===== src/rtl/txint_pkg.sv =====
package txint_pkg;

    localparam int DLY_W = 16;
    localparam int REG_W = 32;

    typedef enum logic {
        TMR_IDLE = 1'b0,
        TMR_RUN  = 1'b1
    } tmr_state_e;

    typedef struct packed {
        logic valid;
        logic rs;
        logic ide;
    } wb_flags_t;

    function automatic logic wb_arms(input wb_flags_t f);
        return f.valid & f.rs & f.ide;
    endfunction

    function automatic logic wb_bypass(input wb_flags_t f);
        return f.valid & f.rs & ~f.ide;
    endfunction

    function automatic logic [DLY_W-1:0] legal_delay(input logic [DLY_W-1:0] v);
        return (v == '0) ? DLY_W'(1) : v;
    endfunction

endpackage


===== src/rtl/txint_tick_gen.sv =====
module txint_tick_gen #(
    parameter int TICK_DIV = 256
) (
    input  logic clk,
    input  logic rst,
    output logic tick
);
    localparam int CW = (TICK_DIV > 2) ? $clog2(TICK_DIV) : 1;
    localparam logic [CW-1:0] LAST = CW'(TICK_DIV - 1);

    logic [CW-1:0] cnt_q;

    always_ff @(posedge clk) begin
        if (rst) begin
            cnt_q <= '0;
        end else if (cnt_q == LAST) begin
            cnt_q <= '0;
        end else begin
            cnt_q <= cnt_q + 1'b1;
        end
    end

    assign tick = (cnt_q == LAST);

endmodule


===== src/rtl/txint_delay_reg.sv =====
module txint_delay_reg
    import txint_pkg::*;
#(
    parameter logic [DLY_W-1:0] DLY_RST = 16'd1
) (
    input  logic             clk,
    input  logic             rst,
    input  logic             wr_en,
    input  logic [REG_W-1:0] wr_data,
    output logic [DLY_W-1:0] dly_q,
    output logic             zero_err,
    output logic [REG_W-1:0] rd_data
);
    logic [DLY_W-1:0] low_half;

    assign low_half = wr_data[DLY_W-1:0];

    always_ff @(posedge clk) begin
        if (rst) begin
            dly_q    <= legal_delay(DLY_RST);
            zero_err <= 1'b0;
        end else if (wr_en) begin
            dly_q    <= legal_delay(low_half);
            zero_err <= (low_half == '0);
        end
    end

    assign rd_data = {{(REG_W-DLY_W){1'b0}}, dly_q};

endmodule


===== src/rtl/txint_delay_ctr.sv =====
module txint_delay_ctr
    import txint_pkg::*;
(
    input  logic             clk,
    input  logic             rst,
    input  logic             tick,
    input  wb_flags_t        wb,
    input  logic [DLY_W-1:0] dly,
    output tmr_state_e       state,
    output logic [DLY_W-1:0] remain,
    output logic             irq,
    output logic             flush
);
    always_ff @(posedge clk) begin
        if (rst) begin
            state  <= TMR_IDLE;
            remain <= '0;
            irq    <= 1'b0;
            flush  <= 1'b0;
        end else begin
            irq   <= 1'b0;
            flush <= 1'b0;
            if (wb_bypass(wb)) begin
                irq   <= 1'b1;
                state <= TMR_IDLE;
            end else begin
                unique case (state)
                    TMR_IDLE: begin
                        if (wb_arms(wb)) begin
                            remain <= dly;
                            state  <= TMR_RUN;
                        end
                    end
                    TMR_RUN: begin
                        if (tick) begin
                            if (remain <= DLY_W'(1)) begin
                                irq   <= 1'b1;
                                flush <= 1'b1;
                                state <= TMR_IDLE;
                            end else begin
                                remain <= remain - 1'b1;
                            end
                        end
                    end
                    default: state <= TMR_IDLE;
                endcase
            end
        end
    end

endmodule


===== src/rtl/txint_coalesce_timer.sv =====
module txint_coalesce_timer
    import txint_pkg::*;
#(
    parameter int TICK_DIV = 256
) (
    input  logic        clk,
    input  logic        rst,
    input  logic        reg_wr_en,
    input  logic [31:0] reg_wr_data,
    output logic [31:0] reg_rd_data,
    output logic        zero_wr_err,
    input  logic        wb_valid,
    input  logic        wb_rs,
    input  logic        wb_ide,
    output logic        txdw_irq,
    output logic        flush_req
);
    logic             tick;
    logic [DLY_W-1:0] dly_q;
    logic [DLY_W-1:0] remain;
    tmr_state_e       state;
    wb_flags_t        wb;

    assign wb = '{valid: wb_valid, rs: wb_rs, ide: wb_ide};

    txint_tick_gen #(.TICK_DIV(TICK_DIV)) u_tick (
        .clk  (clk),
        .rst  (rst),
        .tick (tick)
    );

    txint_delay_reg u_reg (
        .clk      (clk),
        .rst      (rst),
        .wr_en    (reg_wr_en),
        .wr_data  (reg_wr_data),
        .dly_q    (dly_q),
        .zero_err (zero_wr_err),
        .rd_data  (reg_rd_data)
    );

    txint_delay_ctr u_ctr (
        .clk    (clk),
        .rst    (rst),
        .tick   (tick),
        .wb     (wb),
        .dly    (dly_q),
        .state  (state),
        .remain (remain),
        .irq    (txdw_irq),
        .flush  (flush_req)
    );

endmodule


===== config.mk =====
export PLATFORM = sky130hd
export DESIGN_NAME = txint_coalesce_timer
export DESIGN_NICKNAME = d
export VERILOG_FILES = /design/src/rtl/txint_pkg.sv /design/src/rtl/txint_tick_gen.sv /design/src/rtl/txint_delay_reg.sv /design/src/rtl/txint_delay_ctr.sv /design/src/rtl/txint_coalesce_timer.sv
export SDC_FILE = /design/constraint.sdc
export NUM_CORES = 1
export LEC_CHECK = 0
export ABC_AREA = 1
export BUFFER_PORTS_ARGS = -buffer_cell sky130_fd_sc_hd__buf_4
export CAP_MARGIN = 20
export CORE_UTILIZATION = 35
export DETAILED_ROUTE_END_ITERATION = 6
export GPL_ROUTABILITY_DRIVEN = 0
export SYNTH_ARGS = -nofsm -noshare
export SYNTH_HDL_FRONTEND = slang
export SYNTH_SLANG_ARGS = --single-unit

===== constraint.sdc =====
create_clock -name clk -period 1.6 [get_ports clk]
set_input_delay 0.24 -clock clk [delete_from_list [all_inputs] [get_ports clk]]
set_output_delay 0.24 -clock clk [all_outputs]
set_load 0.01 [all_outputs]

==> results by group <==
Synth
  – Yosys Warn Count: 0
  – Mapped Area: approximately 2500 µm²
  – Mapped Cells: between 300 and 400
  – Avg Synthesized Cell Area: between 6 and 7 µm²
  – Post-synth EDFFs: 0
  – Yosys top cell area share: 35.85%
  – Synth top cells by count: nand2_1 (135), nor2_1 (80), dfxtp_1 (44)
  – Main synth FF type: dfxtp_1
  – Seq cells post-synth: 44
  – Count leader, synth: nand2_1
  – Leading area contributor after synthesis: dfxtp_1
  – Number of library cell types mapped by synthesis: 28
  – Area contributors post-synth: dfxtp_1 (36%), nand2_1 (21%), nor2_1 (12%)
  – Post-synthesis sequential area ratio: a little over a third
  – Ys async rst share: 0%

Min path
  – Hold depth: 3
  – Hold Path Class: primary input to register

Setup path
  – Family with the most delay on the worst path: simple AND/OR/NAND/NOR gates
  – Cell at the slowest stage of the critical path: dfxtp_2
  – Max incr delay on CP: ~0.36 ns
  – Cell chain of the critical path: ha_4, nand2_4, nor2_4, nand2_2, a21oi_4, nand3_4, clkbuf_16, nor2_2, nor2_1
  – Worst Setup End Kind: register
  – CP arrival: approximately 1.8 ns
  – CP startpoint kind: register
  – Critical path depth in cells: 9
  – Setup CP Type: register to register
  – Critical Path RT: between 1.5 and 2 ns
  – Worst r2r path cells: 9
  – Max Fanout on Critical Path: 7
  – Buf/Inv on CP: 1

Placement
  – Port bufs: 40
  – Cell Area, Placed: a little under 3000 µm²
  – Pre-CTS WS: between 0.003 and 0.004 ns
  – Inst Count DP: 542
  – Post-DP HPWL: between 4 and 5 mm

GRT
  – First-pass GRT wire length: roughly 10 mm
  – Largest net degree at the start of global routing: 29
  – Vias in the first global route: roughly 2300
  – Gr usage total: 17.61%
  – Antenna violations before repair: 0
  – Overflow after GRT: 0

Routing
  – WL met2: 3.099 mm
  – Met3 routed WL: approximately 230 µm
  – Initial DRC Count: between 100 and 150
  – Drt pass-1 iters: 5
  – DRC: 0
  – Highest Signal Layer: met4
  – WL/cell: ~12 µm
  – M1 WL: between 2 and 3 mm
  – Final ANT Viol Nets: 0
  – Final wirelength: about 6.4 mm
  – DR vias/cell: approximately 4.6
  – Via count: around 2500

Clock network
  – Clk_lat worst skew: approximately 0.30 ns
  – Maximum clock path buffer count: 2
  – Num CTS Buffers: 5
  – Clock-pin slew on the worst setup and hold paths: roughly 0.09 ns
  – CTS tree: done
  – Clock sink count: 44
  – Root Driver: clkbuf_8
  – H-tree levels: 2

STA
  – Pins Over Slew Limit: 0
  – Crit share post-route: a little over nine tenths
  – Tmin final: around 1.5 ns
  – Setup ws final: roughly 0.05 ns
  – Max Clock Freq: 645.4 MHz
  – Clk_skew: a little over 0.005 ns
  – Final setup fails: 0
  – RSZ-0062 raised after global routing: yes
  – Hold Fails Final Rpt: 0

Status
  – Status: finished clean

Layout
  – # fillers: between 600 and 700
  – Layout Cells excl Fill: 554
  – Antenna cells: 0
  – Final Util: 47.29%
  – Final nets: between 400 and 500
  – Area delta synth->final: 30.75%
  – Final Cell Area: approximately 3200 µm²
  – Layout cells sized above 1: between 20 and 25%

Floorplan
  – Die width: about 86 µm
  – Placeable Area: between 6000 and 7000 µm²
  – Initial Util: a little over a third
  – Row count: 30
  – # IOs: between 70 and 80
  – Die Footprint: 7360 µm²
  – Height of the die: ~86 µm

Power
  – Pleak: between 1.5 and 2 nW
  – VDD IR-drop max: about 0.00051 V
  – Power Dens Cells: just under 1000 nW/µm²
  – Power, Total: 3.172 mW

Job
  – Max Cap Violations: 0
path summary, 6_finish.rpt:
kind                   startpoint         endpoint  slack (ns)
setup / recovery  u_tick.cnt_q[1]  u_ctr.remain[7]        0.05
hold / removal     reg_wr_data[0]   u_reg.dly_q[0]        0.16
setup reg to reg  u_tick.cnt_q[1]  u_ctr.remain[7]        0.05
hold reg to reg    u_reg.dly_q[6]   u_reg.dly_q[6]        0.48
registers in the layout, indices dropped and copies added (netlist names):
register	cells
u_ctr.irq	1
u_ctr.flush	1
u_ctr.state	1
u_ctr.remain	16
u_reg.zero_err	1
u_tick.cnt_q	8
u_reg.dly_q	16
metal layers:
metal	GRT usage, %	up-vias
li1	-	1328
met1	21.72	1129
met2	30.04	64
met3	3.465	13
met4	7.273	0
met5	0	-
timing repair:
item / 4_1_cts / 5_1_grt
setup endpoints to repair: 4 / 18
setup buffers: 0 / 2
gates resized for setup: 0 / 38
cloned: 0 / 3
hold buffers: 0 / 0
pin swaps: 0 / 17
cell type report:
| type | instances | area [µm²] | share of cell area, % |
|---|---|---|---|
| clock buffer | 5 | 68.82 | 2.142 |
| clock inverter | 2 | 12.51 | 0.3894 |
| inverter | 30 | 112.6 | 3.505 |
| multi-input combinational | 308 | 1441 | 44.86 |
| sequential | 44 | 884.6 | 27.53 |
| tap | 96 | 120.1 | 3.738 |
| timing repair buffer | 69 | 573.1 | 17.83 |
power by group:
group | internal [mW] | switching [mW] | leakage (nW)
Clock | 0.296 | 0.395 | 0.0400
Combinational | 0.520 | 0.690 | 1.16
Sequential | 1.18 | 0.0860 | 0.362
Total | 2.00 | 1.17 | 1.56
cell usage in the layout (no fill, tap or decap), drive strengths merged:
cell type,count
o21ai,10
ha,3
clkinvlp,1
inv,30
xnor2,2
nor2,81
a31oi,1
xor2,1
nand3,20
nor3b,2
nor3,1
buf,67
dfxtp,44
a21oi,26
nand4,6
or2,1
clkbuf,7
o22ai,1
clkinv,1
and2,1
nand2,136
conb,16
cells by family (layout without fill, tap and decap cells):
kind of cell             count (synthesis)  in the layout  share of synthesized area, %
AO/OA/AOI/OAI                           38             38                         8.300
XOR/XNOR                                 3              3                         1.069
adder cells (fa/ha/maj)                  3              3                         1.528
buffers and inverters                   59            106                         12.12
flip-flops                              44             44                         35.85
other                                    1             16                        0.1526
AND/OR/NAND/NOR                        248            248                         40.99
through the flow:
stage | setup TNS (ns) | hold slack [ns]
floorplan | 0 | 0.3669
global placement | 0 | 0.4660
detailed placement | 0 | 0.4703
CTS | -0.02728 | 0.1581
global route | -0.7942 | 0.1654
finish | 0 | 0.1638
tightest hold or removal path, stage by stage:
cell and delay, ns:
buf_4 0.08, o22ai_1 0.06, nand2_1 0.05
(Power assumes the default switching activity.)
